### src/rtl/cgmt_pkg.sv
// Package: shared decision encoding for the coarse-grain thread switch
// controller. Assumes nothing beyond standard SystemVerilog.
package cgmt_pkg;

    // Outcome of one scheduling evaluation.
    typedef enum logic [1:0] {
        DEC_KEEP   = 2'd0,  // same thread keeps (or resumes) the pipeline
        DEC_SWITCH = 2'd1,  // another thread takes over, flush required
        DEC_IDLE   = 2'd2,  // nobody available, fetch held off
        DEC_HOLD   = 2'd3   // flush in progress, no decision this cycle
    } dec_e;

endpackage

### src/rtl/cgmt_miss_track.sv
// Module: cgmt_miss_track
// Keeps one "waiting on a long-latency miss" bit per thread. A miss start
// is accepted only from the thread that is running with fetch enabled.
// A return clears the bit of its thread. Also provides the next-state view,
// so the scheduler can decide in the same cycle as the events.
// Assumes: at most one start and one return event per cycle.
module cgmt_miss_track #(
    parameter int NTHR = 2,
    localparam int TW  = (NTHR > 1) ? $clog2(NTHR) : 1
) (
    input  logic            clk,
    input  logic            rst_n,
    input  logic            st_vld,
    input  logic [TW-1:0]   st_tid,
    input  logic            rt_vld,
    input  logic [TW-1:0]   rt_tid,
    input  logic [TW-1:0]   act_tid,
    input  logic            run,
    output logic [NTHR-1:0] pend_q,
    output logic [NTHR-1:0] pend_nxt
);

    logic [NTHR-1:0] st_hit;
    logic [NTHR-1:0] rt_hit;

    // Decode event ids into per-thread hit vectors; starts filtered to runner.
    always_comb begin
        st_hit = '0;
        rt_hit = '0;
        for (int i = 0; i < NTHR; i++) begin
            st_hit[i] = st_vld && run && (st_tid == act_tid) && (st_tid == TW'(i));
            rt_hit[i] = rt_vld && (rt_tid == TW'(i));
        end
    end

    // Next waiting bits: a start sets, a return clears (start wins on clash).
    always_comb begin
        pend_nxt = (pend_q & ~rt_hit) | st_hit;
    end

    // Waiting-bit register with synchronous active-low reset.
    always_ff @(posedge clk) begin
        if (!rst_n) pend_q <= '0;
        else        pend_q <= pend_nxt;
    end

    // a start from a thread other than the runner leaves its bit alone
    assert_ignore_foreign_start_R6: assert property (@(posedge clk) disable iff (!rst_n)
        (st_vld && (st_tid != act_tid) && !(rt_vld && rt_tid == st_tid))
        |=> (pend_q[$past(st_tid)] == $past(pend_q[st_tid])));

endmodule

### src/rtl/cgmt_pick.sv
// Module: cgmt_pick
// Combinational choice of the thread that should own the pipeline. The
// preferred thread wins if it is ready and not waiting. Otherwise the
// lowest-numbered available thread wins. tgt_vld is 0 when no thread is
// available. Assumes pref_tid < NTHR.
module cgmt_pick #(
    parameter int NTHR = 2,
    localparam int TW  = (NTHR > 1) ? $clog2(NTHR) : 1
) (
    input  logic [NTHR-1:0] ready,
    input  logic [NTHR-1:0] pend_nxt,
    input  logic [TW-1:0]   pref_tid,
    output logic            tgt_vld,
    output logic [TW-1:0]   tgt_tid
);

    logic [NTHR-1:0] avail;

    // Available = runnable and not waiting on a miss.
    always_comb avail = ready & ~pend_nxt;

    // Priority pick: preferred first, then lowest index.
    always_comb begin
        tgt_vld = 1'b0;
        tgt_tid = pref_tid;
        if (avail[pref_tid]) begin
            tgt_vld = 1'b1;
        end else begin
            for (int i = NTHR - 1; i >= 0; i--) begin
                if (avail[i]) begin
                    tgt_vld = 1'b1;
                    tgt_tid = TW'(i);
                end
            end
        end
    end

endmodule

### src/rtl/cgmt_own_ctrl.sv
// Module: cgmt_own_ctrl
// Holds the owning thread, the fetch-enable bit and the one-cycle flush
// pulse. It applies the pick result unless a flush is in progress, in which
// case the state is held for that cycle. The redirect select is the one-hot
// incoming thread, driven only in the flush cycle.
// Assumes pref_tid is static between resets.
module cgmt_own_ctrl
    import cgmt_pkg::*;
#(
    parameter int NTHR = 2,
    localparam int TW  = (NTHR > 1) ? $clog2(NTHR) : 1
) (
    input  logic            clk,
    input  logic            rst_n,
    input  logic [TW-1:0]   pref_tid,
    input  logic            tgt_vld,
    input  logic [TW-1:0]   tgt_tid,
    input  logic [NTHR-1:0] pend_q,
    output logic [TW-1:0]   act_tid,
    output logic            run,
    output logic            flush,
    output logic [NTHR-1:0] redir_sel
);

    dec_e dec;

    // Classify this cycle's outcome from the pick and the flush state.
    always_comb begin
        if (flush)                  dec = DEC_HOLD;
        else if (!tgt_vld)          dec = DEC_IDLE;
        else if (tgt_tid != act_tid) dec = DEC_SWITCH;
        else                        dec = DEC_KEEP;
    end

    // Owner, fetch enable and flush registers.
    always_ff @(posedge clk) begin
        if (!rst_n) begin
            act_tid <= pref_tid;
            run     <= 1'b1;
            flush   <= 1'b0;
        end else begin
            unique case (dec)
                DEC_HOLD: begin
                    flush <= 1'b0;
                end
                DEC_IDLE: begin
                    run   <= 1'b0;
                    flush <= 1'b0;
                end
                DEC_SWITCH: begin
                    act_tid <= tgt_tid;
                    run     <= 1'b1;
                    flush   <= 1'b1;
                end
                default: begin
                    run   <= 1'b1;
                    flush <= 1'b0;
                end
            endcase
        end
    end

    // One-hot redirect select toward the incoming thread during flush only.
    always_comb begin
        redir_sel = '0;
        if (flush) redir_sel[act_tid] = 1'b1;
    end

    // flush never lasts two cycles
    assert_flush_single_R4: assert property (@(posedge clk) disable iff (!rst_n)
        flush |=> !flush);

    // redirect select is one-hot in flush, empty otherwise
    assert_redir_onehot_R4: assert property (@(posedge clk) disable iff (!rst_n)
        ($countones(redir_sel) == (flush ? 1 : 0)));

    // owner does not change in the cycle after a flush starts
    assert_hold_in_flush_R7: assert property (@(posedge clk) disable iff (!rst_n)
        flush |=> $stable(act_tid));

    // the thread switched in was not waiting on a miss
    assert_switch_target_free_R2: assert property (@(posedge clk) disable iff (!rst_n)
        flush |-> !pend_q[act_tid]);

endmodule

### src/rtl/cgmt_thread_switch.sv
// Module: cgmt_thread_switch (top)
// Coarse-grain thread switch controller. It hands a single in-order pipeline
// between NTHR contexts on long-latency misses, with a preferred thread and
// a flush on every switch. Assumes pref_tid is static between resets and
// that at most one miss start and one miss return arrive per cycle.
module cgmt_thread_switch #(
    parameter int NTHR = 2,
    localparam int TW  = (NTHR > 1) ? $clog2(NTHR) : 1
) (
    input  logic            clk,
    input  logic            rst_n,
    input  logic [TW-1:0]   pref_tid,
    input  logic [NTHR-1:0] thr_ready,
    input  logic            miss_st_vld,
    input  logic [TW-1:0]   miss_st_tid,
    input  logic            miss_rt_vld,
    input  logic [TW-1:0]   miss_rt_tid,
    output logic [TW-1:0]   act_tid,
    output logic            fetch_vld,
    output logic            flush,
    output logic [NTHR-1:0] redir_sel
);

    logic [NTHR-1:0] pend_q;
    logic [NTHR-1:0] pend_nxt;
    logic            tgt_vld;
    logic [TW-1:0]   tgt_tid;

    cgmt_miss_track #(.NTHR(NTHR)) u_track (
        .clk      (clk),
        .rst_n    (rst_n),
        .st_vld   (miss_st_vld),
        .st_tid   (miss_st_tid),
        .rt_vld   (miss_rt_vld),
        .rt_tid   (miss_rt_tid),
        .act_tid  (act_tid),
        .run      (fetch_vld),
        .pend_q   (pend_q),
        .pend_nxt (pend_nxt)
    );

    cgmt_pick #(.NTHR(NTHR)) u_pick (
        .ready    (thr_ready),
        .pend_nxt (pend_nxt),
        .pref_tid (pref_tid),
        .tgt_vld  (tgt_vld),
        .tgt_tid  (tgt_tid)
    );

    cgmt_own_ctrl #(.NTHR(NTHR)) u_own (
        .clk       (clk),
        .rst_n     (rst_n),
        .pref_tid  (pref_tid),
        .tgt_vld   (tgt_vld),
        .tgt_tid   (tgt_tid),
        .pend_q    (pend_q),
        .act_tid   (act_tid),
        .run       (fetch_vld),
        .flush     (flush),
        .redir_sel (redir_sel)
    );

    // idle never coincides with a flush
    assert_idle_no_flush_R5: assert property (@(posedge clk) disable iff (!rst_n)
        !fetch_vld |-> !flush);

endmodule

### config.mk
export PLATFORM = sky130hd
export DESIGN_NAME = cgmt_thread_switch
export DESIGN_NICKNAME = d
export VERILOG_FILES = /design/src/rtl/cgmt_pkg.sv /design/src/rtl/cgmt_miss_track.sv /design/src/rtl/cgmt_pick.sv /design/src/rtl/cgmt_own_ctrl.sv /design/src/rtl/cgmt_thread_switch.sv
export SDC_FILE = /design/constraint.sdc
export NUM_CORES = 1
export LEC_CHECK = 0
export ABC_CLOCK_PERIOD_IN_PS = 1700
export CORE_AREA = 8 8 45 47
export CTS_CLUSTER_SIZE = 8
export DETAILED_ROUTE_END_ITERATION = 10
export DIE_AREA = 0 0 53 55
export DONT_BUFFER_PORTS = 1
export GPL_TIMING_DRIVEN = 0
export SYNTH_ARGS = -nofsm -noshare
export SYNTH_HDL_FRONTEND = slang
export SYNTH_SLANG_ARGS = --single-unit
### constraint.sdc
create_clock -name clk -period 1.7 [get_ports clk]
set_input_delay 0.34 -clock clk [delete_from_list [all_inputs] [get_ports clk]]
set_output_delay 0.34 -clock clk [all_outputs]
set_load 0.1 [all_outputs]
After elaboration in Yosys (flattened, before gate mapping)
Cells that the tools add are included.
Widths: inputs -> output; s select.
{ "word_totals": {"register_bits": 5, "output_inout_bits": 5} }
{ "op_classes": {"magnitude_cmp": 3, "n_eq_ne": 6, "muxes": 18, "bitwise_logic": 7, "n_reduce_logical": 7} }
{ "op_table": {"columns": ["op", "count"], "rows": [
  ["$mux 1", 13],
  ["$logic_and 1x1->1", 7],
  ["$mux 2", 3],
  ["$and 2x2->2", 2],
  ["$eq 2x2->1 const B", 2],
  ["$lt 1x2->1 const B", 2],
  ["$not 2->2", 2],
  ["$eq 2x1->1 const B", 1],
  ["$ne 2x1->1 const B", 1],
  ["$not 1->1", 2],
  ["$or 2x2->2", 1],
  ["$pmux 1 s2", 1],
  ["$demux 1 s1", 1],
  ["$eq 1x1->1", 1],
  ["$ge 1x1->1 const B", 1],
  ["$ne 1x1->1", 1]
]} }

Logic depth before layout (Yosys ltp)
{ "depth": {"ltp_word": 17, "ltp_mapped": 4, "ltp_nobuf": 4} }

Modules after synthesis
From an unflattened synthesis, not the netlist that was laid out.
{ "hier_totals": {"hier_cells": 29, "area_unflattened_um2": 264.0} }
{ "modules_own_cells": {"columns": ["mod", "n_inst", "cells_per_inst", "area_per_inst_um2"], "rows": [
  ["cgmt_own_ctrl", 1, 12, 138.9],
  ["cgmt_miss_track", 1, 12, 92.6],
  ["cgmt_pick", 1, 5, 32.5]
]} }

Least setup slack after synthesis
Ideal clock, no wire load.
{ "synth_timing": {"path_type": "register -> output", "startpoint": "register u_own.flush", "endpoint": "output port redir_sel[0]", "arrival_ns": 2.458, "required_time_ns": 1.360, "path_slack_ns": -1.098, "path_stages_with_launch": 2, "path_buffers": 0, "cell_sequence": "dfxtp_1 > nor2b_1"} }
{ "synth_via": {"elab_chain_len": 1} }
{ "synth_rtl": {"columns": ["element", "line_no", "source"], "rows": [
  ["from (decl)", "cgmt_own_ctrl.sv:21", "output logic flush,"],
  ["from (signal assigned)", "cgmt_own_ctrl.sv:40", "flush <= 1'b0;"],
  ["from (signal assigned)", "cgmt_own_ctrl.sv:44", "flush <= 1'b0;"],
  ["from (signal assigned)", "cgmt_own_ctrl.sv:48", "flush <= 1'b0;"],
  ["$mux 2", "cgmt_own_ctrl.sv:66", "if (flush) redir_sel[act_tid] = 1'b1;"],
  ["to (decl)", "cgmt_thread_switch.sv:21", "output logic [NTHR-1:0] redir_sel"]
]} }
No other way between the ends.

Worst setup path in the final report
{ "layout_timing": {"startpoint": "register u_own.act_tid", "endpoint": "register u_own.act_tid, enable pin"} }
{ "layout_via": {"elab_chain_len": 15, "elab_cells_between_ends": 21, "cone_classes": "eq/ne: 4; mux: 11; bitwise: 3; reduce/logical: 3"} }
{ "layout_rtl": {"columns": ["element", "line_no", "source"], "rows": [
  ["from (decl)", "cgmt_own_ctrl.sv:19", "output logic [TW-1:0] act_tid,"],
  ["from (signal assigned)", "cgmt_own_ctrl.sv:38", "act_tid <= pref_tid;"],
  ["from (signal assigned)", "cgmt_own_ctrl.sv:51", "act_tid <= tgt_tid;"],
  ["$eq 1x1->1", "cgmt_miss_track.sv:31", "st_hit[i] = st_vld && run && (st_tid == act_tid) && (st_tid == TW'(i));"],
  ["$logic_and 1x1->1 (2 in a row)", "cgmt_miss_track.sv:31", null],
  ["$or 2x2->2", "cgmt_miss_track.sv:38", "pend_nxt = (pend_q & ~rt_hit) | st_hit;"],
  ["$not 2->2", "cgmt_pick.sv:20", "always_comb avail = ready & ~pend_nxt;"],
  ["$and 2x2->2", "cgmt_pick.sv:20", null],
  ["$mux 1 (on tied branches) (2 in a row)", "cgmt_pick.sv:30, cgmt_pick.sv:26", null],
  ["$mux 1", "cgmt_pick.sv:26", "if (avail[pref_tid]) begin"],
  ["$ne 1x1->1", "cgmt_own_ctrl.sv:31", "else if (tgt_tid != act_tid) dec = DEC_SWITCH;"],
  ["$mux 1", "cgmt_own_ctrl.sv:31", null],
  ["$mux 2 *", "cgmt_own_ctrl.sv:30", "else if (!tgt_vld) dec = DEC_IDLE;"],
  ["$mux 2 *", "cgmt_own_ctrl.sv:29", "if (flush) dec = DEC_HOLD;"],
  ["$eq 2x1->1 *", "cgmt_own_ctrl.sv:42", "unique case (dec)"],
  ["$ne 2x1->1 (no line) *", null, null]
]} }
Every way passes the cells marked *; elsewhere a longest branch is shown, timed or not. The select of a mux whose other input is x is not followed.
A chain may end at the register's enable or synchronous reset.

==> impl_metrics.csv <==
group,metric,value,unit
clock_tree,clkTransAtPathRegs,0.05,ns
logic_synthesis,syn-cell-area,305.3,sq um
timing,drv_slew,0,
finish,final_nets,48,
critical_path,cp_max_fo,7,
global_routing,grt_pass1_wl,1069,microns
power,peakVddDrop,0.0002583,V
drt,drtIter0Drc,2,
job,max-cap-violations,0,
logic_synthesis,yosysTopAreaCell,"dfxtp_1",
timing,finalCritPeriodShare,134.8,%
clock_tree,clkSinkCount,5,
finish,antenna_cells,0,
timing,maxClockFrequency,436.4,MHz
floorplan,rows,14,
timing,slew_headroom,19.76,%
finish,syn2layout_area_growth,26.23,%
floorplan,die_area,2915,sq um
global_routing,overflow,0,
critical_path,crit_start,"u_own.act_tid",
critical_path,required,1.66,ns
placement,place_ws,-0.6341,ns
clock_tree,cts_max_level,1,
critical_path,reg2regPathDepth,5,
clock_tree,clock_latency,0.25,ns
logic_synthesis,synthTopCellsByArea,"dfxtp_1 (26%), edfxtp_1 (9.8%), nor4bb_4 (8.2%)",
drt,drt-total-wl,730,microns
drt,vias,256,
drt,route.detailed.drc,0,
finish,layout_common_cells,"inv_1 (3), o21ai_1 (3), clkbuf_4 (3)",
floorplan,start_util,22.06,%
floorplan,pin_count,14,
critical_path,critPathCaptureType,"flip-flop",
logic_synthesis,ys_seq_area_share,36.07,%
timing,rsz0062_at_grt,"true",
finish,final_util,27.85,%
placement,hpwlAfterDp,587.5,microns
drt,antenna_left,0,
critical_path,cp_data_arrival_time,2.25,ns
min_path,hold_class,"input pin to flip-flop",
floorplan,core,1384,sq um
clock_tree,cts_buffer_depth,2,
timing,finalHoldViolCount,0,
critical_path,r2r-end,"u_own.act_tid",
timing,worstMarginPinSlew,1.204,ns
global_routing,grt_use_total,5.631,%
global_routing,grt_pass1_vias,246,
critical_path,rrSetupSlack,-0.59,ns
global_routing,grt_max_degree,8,
floorplan,die_w,53,microns
logic_synthesis,syn_nets,41,
timing,finalClockSkew,0.003382,ns
finish,drive_gt1_share,34.21,%
critical_path,start_kind,"flip-flop",
clock_tree,cts_buffers,3,
critical_path,r2r_start,"u_own.act_tid",
logic_synthesis,syn_avg_cell_area,9.540,sq um
placement,portBuffers,0,
power,powerDensity,1118,nW/um^2
placement,globalplace.congestion,0.7156,
clock_tree,cts_tree,"yes",
logic_synthesis,synth_warnings,0,
logic_synthesis,ys_types,20,
timing,fin_ws,-0.5914,ns
logic_synthesis,syn_inst,32,
drt,wl_per_cell,13.52,microns
finish,fillers,150,
global_routing,antenna_found_initial,0,
status,violations,"negative setup slack",
clock_tree,cts_hold_buf,0,
critical_path,timing.critical_path.to,"u_own.act_tid",
timing,tns,-2.947,ns
status,run_status,"complete, but fails checks",
drt,drt_pass1_iterations,4,
drt,viasPerCell,4.741,
clock_tree,cts-root-buf,"clkbuf_4",
timing,period_needed,2.291,ns
logic_synthesis,synth.ff_latch_count,5,
floorplan,chipHeight,55,microns
timing,setup_viol_count_final,8,
critical_path,critical_path_class,"flip-flop to flip-flop",
logic_synthesis,yosysTopAreaCellShare,26.23,%
power,leakage,0.1555,nW
## Yosys cell counts
library cell	count
dfxtp_1	4
inv_1	3
a211o_1	2
a21oi_1	2
nand2b_1	2
nand3b_1	2
nor2_1	2
nor2b_1	2
o21ai_1	2
a2111oi_1	1
a21boi_0	1
a21o_1	1
and2_2	1
and4b_1	1
edfxtp_1	1
nand4_1	1
nor3_2	1
nor4bb_4	1
o21ai_0	1
o32a_1	1
## sequential cells by signal (all words and copies together) (netlist names)
register / count
u_own.flush: 1
u_track.pend_q: 2
u_own.run: 1
u_own.act_tid: 1
## area by class of cell
class / instances / area (sq um) / share of cell area (%)
repair buffers: 2 / 15.01 / 3.896
clock buffers: 4 / 26.28 / 6.818
flip-flops and latches: 5 / 112.6 / 29.22
inverters: 3 / 11.26 / 2.922
multi-input cells: 24 / 200.2 / 51.95
well taps: 16 / 20.02 / 5.195
## critical path, stage by stage (launching register included)
cell and delay [ns]:
edfxtp_1 1.15, nand4_1 0.17, buf_4 0.20, and4b_1 0.16, o32a_1 0.17, o21ai_1 0.14
## how the worst min path moves through the flow
stage	startpoint	endpoint	slack, ns	cells after the start
final	rst_n	u_own.act_tid	0.28	1
after global placement	rst_n	u_own.act_tid	0.54	1
after global routing	rst_n	u_own.act_tid	0.27	1
after detailed placement	rst_n	u_own.act_tid	0.54	1
after floorplan	rst_n	u_track.pend_q[0]	0.52	2
after CTS	rst_n	u_own.act_tid	0.28	1
## through the flow
step	total power, W	instances	area, sq um	hold WS, ns
6_report	0.0004310	54	385.4	0.2829
5_1_grt	0.0004539	54	385.4	0.2719
4_1_cts	0.0004380	54	382.9	0.2763
3_5_place_dp	0.0002810	48	339.1	0.5381
3_3_place_gp	0.0002801	48	339.1	0.5381
2_1_floorplan	0.0002702	32	319.1	0.5233
## routing by layer
| metal | share of wire (%) | wire (microns) | GRT usage (%) |
|---|---|---|---|
| met1 | 38 | 275 | 4.566 |
| met4 | 3.2 | 23 | 6.466 |
| met2 | 50 | 362 | 8.398 |
| met5 | 0 | 0 | 0 |
| met3 | 9.3 | 68 | 4.011 |
## repair_timing
| action | CTS | global route |
|---|---|---|
| gates resized for setup | 2 | 1 |
| pin swaps | 4 | 5 |
| buffers inserted | 2 | 0 |
| endpoints found under the setup margin | 8 | 9 |
## kinds of logic (layout without fill, tap and decap cells)
group	Yosys count	after routing	share of synthesized area, %
buf+inv	3	9	3.688
flops	5	5	36.07
compound gates	11	11	25.41
simple gates	13	13	34.84
## power by group
part | total, W | leakage (nW) | internal, W | switching [W]
clock network | 0.000143 | 0.0150 | 0.0000891 | 0.0000543
logic | 0.0000839 | 0.0978 | 0.0000374 | 0.0000465
registers | 0.000204 | 0.0427 | 0.000134 | 0.0000700
(Power assumes the default switching activity.)
